<file path="config.mk">
export PLATFORM = sky130hd
export DESIGN_NAME = stratum_ctrl
export DESIGN_NICKNAME = d
export VERILOG_FILES = /design/src/rtl/strat_pkg.sv /design/src/rtl/strat_elapsed.sv /design/src/rtl/strat_predictor.sv /design/src/rtl/strat_irq_hold.sv /design/src/rtl/stratum_ctrl.sv
export SDC_FILE = /design/constraint.sdc
export NUM_CORES = 1
export LEC_CHECK = 0
export ABC_AREA = 1
export BUFFER_PORTS_ARGS = -buffer_cell sky130_fd_sc_hd__buf_2
export CAP_MARGIN = 20
export CELL_PAD_IN_SITES_DETAIL_PLACEMENT = 1
export CELL_PAD_IN_SITES_GLOBAL_PLACEMENT = 1
export CORE_MARGIN = 3
export CORE_UTILIZATION = 38
export DETAILED_ROUTE_END_ITERATION = 10
export GPL_ROUTABILITY_DRIVEN = 0
export GPL_TIMING_DRIVEN = 0
export PLACE_DENSITY = 0.81
export SETUP_SLACK_MARGIN = 0.5
export SLEW_MARGIN = 20
export SYNTH_ARGS = -nofsm -noshare
export SYNTH_HDL_FRONTEND = slang
export SYNTH_HIERARCHICAL = 1
export SYNTH_SLANG_ARGS = --single-unit
</file>
<file path="constraint.sdc">
create_clock -name clk -period 2.9 [get_ports clk]
set_input_delay 0.435 -clock clk [delete_from_list [all_inputs] [get_ports clk]]
set_output_delay 0.435 -clock clk [all_outputs]
set_load 0.05 [all_outputs]
</file>
<file path="src/rtl/strat_pkg.sv">
`timescale 1ns/1ps
package strat_pkg;
    typedef enum logic [1:0] {
        MODE_CONV  = 2'b00,
        MODE_BOUND = 2'b01,
        MODE_UNB   = 2'b10,
        MODE_UNB2  = 2'b11
    } mode_e;

    typedef enum logic {
        ST_RUN  = 1'b0,
        ST_WAIT = 1'b1
    } state_e;

    localparam logic [1:0] PRED_MID = 2'd1;
    localparam logic [1:0] PRED_TOP = 2'd3;
    localparam logic [1:0] PRED_BOT = 2'd0;

    // resource exhaustion may end a stratum only outside unbounded modes
    function automatic logic res_may_end(input mode_e m);
        return (m == MODE_CONV) || (m == MODE_BOUND);
    endfunction
endpackage

</file>
<file path="src/rtl/strat_elapsed.sv">
`timescale 1ns/1ps
module strat_elapsed #(
    parameter int CNT_W = 13
) (
    input  logic             clk,
    input  logic             rst_n,
    input  logic             clr,
    input  logic             inc,
    output logic [CNT_W-1:0] cnt
);
    always_ff @(posedge clk or negedge rst_n) begin
        if (!rst_n) begin
            cnt <= '0;
        end else if (clr) begin
            cnt <= '0;
        end else if (inc) begin
            cnt <= cnt + CNT_W'(1);
        end
    end
endmodule

</file>
<file path="src/rtl/strat_predictor.sv">
`timescale 1ns/1ps
module strat_predictor
    import strat_pkg::*;
#(
    parameter int MIN_LOG  = 6,
    parameter int MAX_LOG  = 12,
    parameter int INIT_LOG = 6,
    localparam int LIM_W   = MAX_LOG + 1,
    localparam int EXP_W   = $clog2(MAX_LOG + 1)
) (
    input  logic             clk,
    input  logic             rst_n,
    input  logic             upd,
    input  logic             dec,
    output logic [LIM_W-1:0] limit
);
    logic [1:0]       ctr_q;
    logic [1:0]       ctr_step;
    logic [EXP_W-1:0] exp_q;

    always_comb begin
        ctr_step = dec ? (ctr_q - 2'd1) : (ctr_q + 2'd1);
    end

    always_ff @(posedge clk or negedge rst_n) begin
        if (!rst_n) begin
            ctr_q <= PRED_MID;
            exp_q <= EXP_W'(INIT_LOG);
        end else if (upd) begin
            if (ctr_step == PRED_TOP) begin
                ctr_q <= PRED_MID;
                if (exp_q < EXP_W'(MAX_LOG)) exp_q <= exp_q + EXP_W'(1);
            end else if (ctr_step == PRED_BOT) begin
                ctr_q <= PRED_MID;
                if (exp_q > EXP_W'(MIN_LOG)) exp_q <= exp_q - EXP_W'(1);
            end else begin
                ctr_q <= ctr_step;
            end
        end
    end

    assign limit = LIM_W'(1) << exp_q;
endmodule

</file>
<file path="src/rtl/strat_irq_hold.sv">
`timescale 1ns/1ps
module strat_irq_hold (
    input  logic clk,
    input  logic rst_n,
    input  logic req,
    input  logic present,
    output logic irq
);
    logic pend_q;
    logic pend_n;

    assign pend_n = pend_q | req;

    always_ff @(posedge clk or negedge rst_n) begin
        if (!rst_n) begin
            pend_q <= 1'b0;
            irq    <= 1'b0;
        end else if (present) begin
            pend_q <= 1'b0;
            irq    <= pend_n;
        end else begin
            pend_q <= pend_n;
            irq    <= 1'b0;
        end
    end
endmodule

</file>
<file path="src/rtl/stratum_ctrl.sv">
`timescale 1ns/1ps
module stratum_ctrl
    import strat_pkg::*;
#(
    parameter int MIN_LOG  = 6,
    parameter int MAX_LOG  = 12,
    parameter int INIT_LOG = 6,
    localparam int LIM_W   = MAX_LOG + 1
) (
    input  logic             clk,
    input  logic             rst_n,
    input  logic [1:0]       mode_i,
    input  logic             retire_i,
    input  logic             serial_i,
    input  logic             atom_i,
    input  logic             res_full_i,
    input  logic             irq_req_i,
    input  logic             bar_release_i,
    input  logic             or_in_i,
    output logic             issue_en_o,
    output logic             bar_arrive_o,
    output logic             or_vote_o,
    output logic             irq_o,
    output logic [LIM_W-1:0] limit_o
);
    localparam int CNT_W = LIM_W;

    state_e           state_q, state_d;
    mode_e            mode;
    logic [CNT_W-1:0] cnt;
    logic [CNT_W:0]   cnt_plus;
    logic             count_inc;
    logic             hit_limit;
    logic             res_end;
    logic             end_now;
    logic             release_now;
    logic             atom_q, resx_q;

    assign mode = mode_e'(mode_i);

    always_comb begin
        count_inc   = (state_q == ST_RUN) && ((mode == MODE_CONV) ? 1'b1 : retire_i);
        cnt_plus    = {1'b0, cnt} + {{CNT_W{1'b0}}, count_inc};
        hit_limit   = cnt_plus >= {1'b0, limit_o};
        res_end     = res_full_i && res_may_end(mode);
        end_now     = hit_limit || serial_i || atom_i || res_end;
        release_now = (state_q == ST_WAIT) && bar_release_i;
    end

    strat_elapsed #(.CNT_W(CNT_W)) u_elapsed (
        .clk   (clk),
        .rst_n (rst_n),
        .clr   (release_now),
        .inc   (count_inc),
        .cnt   (cnt)
    );

    strat_predictor #(
        .MIN_LOG  (MIN_LOG),
        .MAX_LOG  (MAX_LOG),
        .INIT_LOG (INIT_LOG)
    ) u_pred (
        .clk   (clk),
        .rst_n (rst_n),
        .upd   (release_now),
        .dec   (or_in_i),
        .limit (limit_o)
    );

    strat_irq_hold u_irq (
        .clk     (clk),
        .rst_n   (rst_n),
        .req     (irq_req_i),
        .present (release_now),
        .irq     (irq_o)
    );

    // next-state selection
    always_comb begin
        state_d = state_q;
        unique case (state_q)
            ST_RUN:  if (end_now)       state_d = ST_WAIT;
            ST_WAIT: if (bar_release_i) state_d = ST_RUN;
        endcase
    end

    // state register and end-reason capture
    always_ff @(posedge clk or negedge rst_n) begin
        if (!rst_n) begin
            state_q <= ST_RUN;
            atom_q  <= 1'b0;
            resx_q  <= 1'b0;
        end else begin
            state_q <= state_d;
            if (state_q == ST_RUN && end_now) begin
                atom_q <= atom_i;
                resx_q <= res_end;
            end
        end
    end

    // Moore outputs
    always_comb begin
        unique case (state_q)
            ST_RUN: begin
                issue_en_o   = 1'b1;
                bar_arrive_o = 1'b0;
                or_vote_o    = 1'b0;
            end
            ST_WAIT: begin
                issue_en_o   = 1'b0;
                bar_arrive_o = 1'b1;
                or_vote_o    = atom_q | resx_q;
            end
        endcase
    end
endmodule

</file>
==> flow_summary.ini <==
[status]
status = complete, no violations

[setup_path]
crit_arrival_ns = 2.88
rrSetupSlack_ns = 0.20
worst_setup_path_start_kind = input port
endpoint_kind = flip-flop
rr_worst_depth = 15
startpoint = mode_i[1]
endpoint = state_q$_DFF_PN0_
critPathSlowestCell = nor4_2
critPathMaxStageDelay_ns = 0.25
r2r-end = state_q$_DFF_PN0_
criticalPathCategory = in2reg
crit_path_max_fanout = 3
cp_cell_sequence = buf_2 > nor2_4 > nor2_2 > nor2_4 > ha_4 > ha_4 > nand3_4 > nor3_4 > nand3_2 > nor2_4 > xnor2_2 > inv_1 > ha_2 > nor4_2 > a21boi_2 > nand2_2 > nand2_2 > o21ai_1
required_ns = 3.07
crit_top_cell = nor2_4
reg2reg_from = state_q$_DFF_PN0_

[clocking]
clk_pin_slew_ns = 0.09
cts.sinks = 24
cts_tree = yes
cts.htree.levels = 1
clk_latency_ns = 0.28
numCtsBuffers = 3
clk_path_buf_depth = 2
hold_buffers = 0
root_buffer = clkbuf_8

[die]
core-area_um2 = 5205
core.rowCount = 26
die_x_um = 80.22
start_util_pct = 40.22
die_h_um = 80.22
ios = 28
die_area_um2 = 6435

[hold_path]
hp-class = in2async

[logic_synthesis]
ys.flop_type = dfrtp_1
synth.most_common_cell = nand2_1
synth_cells = 300
synth_fa_ha_area_share_pct = 11.72
yosys_register_bits = 24
seq_area_frac_synth_pct = 28.87
synth_xor_area_share_pct = 5.021
netlist_area_um2 = 2093
synth_compound_area_share_pct = 6.754
ys_top_cells_by_count = 74 x nand2_1, 55 x inv_1, 39 x nor2_1
synth_area_per_cell_um2 = 6.978
synth-simple-area-share_pct = 37.24
syn_nets = 330
async_reset_ff_share_pct = 100.0
synth_edf_count = 0
synthDistinctLibCells = 35
synth.mux.area_fraction_pct = 0
synth_top_family_by_area = simple AND/OR/NAND/NOR gates
netlist.top_cell.by_area = dfrtp_1
yosys-top-cells-area = dfrtp_1 25%, nand2_1 13%, ha_1 11%, inv_1 9.9%, nor2_1 7.0%
ys_warn_count = 6
synth_top_area_share_pct = 25.10

[drt]
routed.top_layer = met4
antenna_left = 0
drt_wl_total_um = 6286
drc = 0
via_per_inst = 5.005
wl_met2_um = 3256
routed-via-count = 2102
dr_wl_met3_um = 179
met1_length_um = 2619
wl_per_cell_um = 14.97
drtPass1Iterations = 4
drt_iter0_markers = 43

[pwr]
power_density_nw_per_um2 = 797.9
vdd_ir_drop_max_v = 0.0003414
p_leak_uw = 0.001417
power_uw = 2102

[place]
hpwl_um = 4387
placed_cells = 397
io_buffers = 27

[job]
drv_cap = 0

[sta]
setup_viol = 0
fin_crit_sh_pct = 93.27
max_clock_freq_ghz = 0.3697
hold_viol = 0
slew_viol_final = 0
rsz0062_at_grt = true
worst_hold_slack_ns = 0.1460
finalCriticalPeriod_ns = 2.705
worstMarginPinSlew_ns = 0.6034
finClkSkew_ns = 0.002904
relSlewSlack_pct = 59.78

[grt]
antenna_found_initial = 0
grt_pass1_vias = 2175
grt_pass1_wl_um = 10170
overflow = 0
grt_max_degree = 25
track_usage_pct = 20.36

[finish]
fin_cells = 420
antenna_cells = 0
final_net_count = 381
area_delta_synth_final_pct = 25.88
final_util_pct = 50.63
drive_gt1_share_pct = 28.00
[routing by layer]
layer	global-route usage, %	vias to the layer above
met5	0	-
met4	10.64	0
met3	2.691	18
met2	38.00	36
met1	22.04	1013
li1	-	1035
[cell usage in the layout (no fill, tap or decap), types with 2 or more instances in the layout]
cell and n:
nand2_1 73, inv_1 55, nor2_1 35, buf_2 27, dfrtp_1 20, buf_4 19, ha_1 15, nand3_1 13
a21oi_1 10, xor2_1 8, nor2_4 6, nand2_2 6, nor2_2 6, nand4_1 6, nand3_2 5, o21ai_1 4
clkbuf_8 4, xnor2_1 3, o21ai_2 3, dfstp_2 3, nor3_2 2, nand2_4 2, nor3_4 2, a21boi_2 2
ha_4 2, nor3b_1 2, o21ai_0 2
[cell type report]
| class | count | area [um2] |
|---|---|---|
| timing repair buffer | 46 | 281.5 |
| clock buffer | 4 | 55.05 |
| inverter | 56 | 210.2 |
| buffer | 1 | 7.507 |
| tap | 70 | 87.58 |
| multi-input combinational | 219 | 1388 |
| fill | 685 | 2570 |
| sequential | 24 | 605.6 |
[power by group]
group          internal [uW]  leakage, uW  switching, uW
Sequential               436     0.000308            111
Combinational            413      0.00108            898
Clock                    122    0.0000288            123
Total                    971      0.00142           1130
[metrics by stage]
stage          cell area [um2]  setup TNS (ns)  worst slack (ns)
2_1_floorplan             2175               0            0.2025
3_3_place_gp              2397         -0.5480           -0.1914
3_5_place_dp              2397         -0.8625           -0.3018
4_1_cts                   2594               0            0.2693
5_1_grt                   2635               0           0.04416
6_report                  2635               0            0.1952
[cell families (layout without fill, tap and decap cells)]
family | Yosys count | in the layout
compound gates | 23 | 23
xor+xnor | 12 | 12
fa+ha+maj | 19 | 19
buf+inv | 57 | 107
flops | 24 | 24
simple gates | 165 | 165
[repair_timing]
item	in CTS	in global routing
setup buffers	17	2
pin swaps	7	2
endpoints found under the setup margin	3	3
gates resized for setup	3	6
[critical path: cells and delay by family]
family	cells	cell delay, ns
XOR/XNOR	1	0.13
adder cells (fa/ha/maj)	3	0.51
AO/OA/AOI/OAI	2	0.29
AND/OR/NAND/NOR	10	1.31
buffers and inverters	2	0.19
[worst min path at each step]
stage | startpoint | end | slack (ns) | cells past startpoint
after floorplan | rst_n | atom_q$_DFFE_PN0P_ | 0.14 | 0
after global placement | u_irq/pend_q$_DFF_PN0_ | u_irq/pend_q$_DFF_PN0_ | 0.46 | 2
after detailed placement | rst_n | u_pred/exp_q[3]$_DFFE_PN0P_ | 0.48 | 1
after CTS | rst_n | u_pred/ctr_q[1]$_DFFE_PN0P_ | 0.17 | 1
after global routing | rst_n | u_pred/exp_q[3]$_DFFE_PN0P_ | 0.19 | 1
final | rst_n | u_pred/exp_q[3]$_DFFE_PN0P_ | 0.15 | 1
[flip-flops by register name (all words and copies together), names as in the netlist]
name           flops
u_pred/exp_q       4
atom_q             1
u_elapsed/cnt     13
u_pred/ctr_q       2
resx_q             1
state_q            1
u_irq/irq          1
u_irq/pend_q       1
Power figures use the tool's default switching activity.
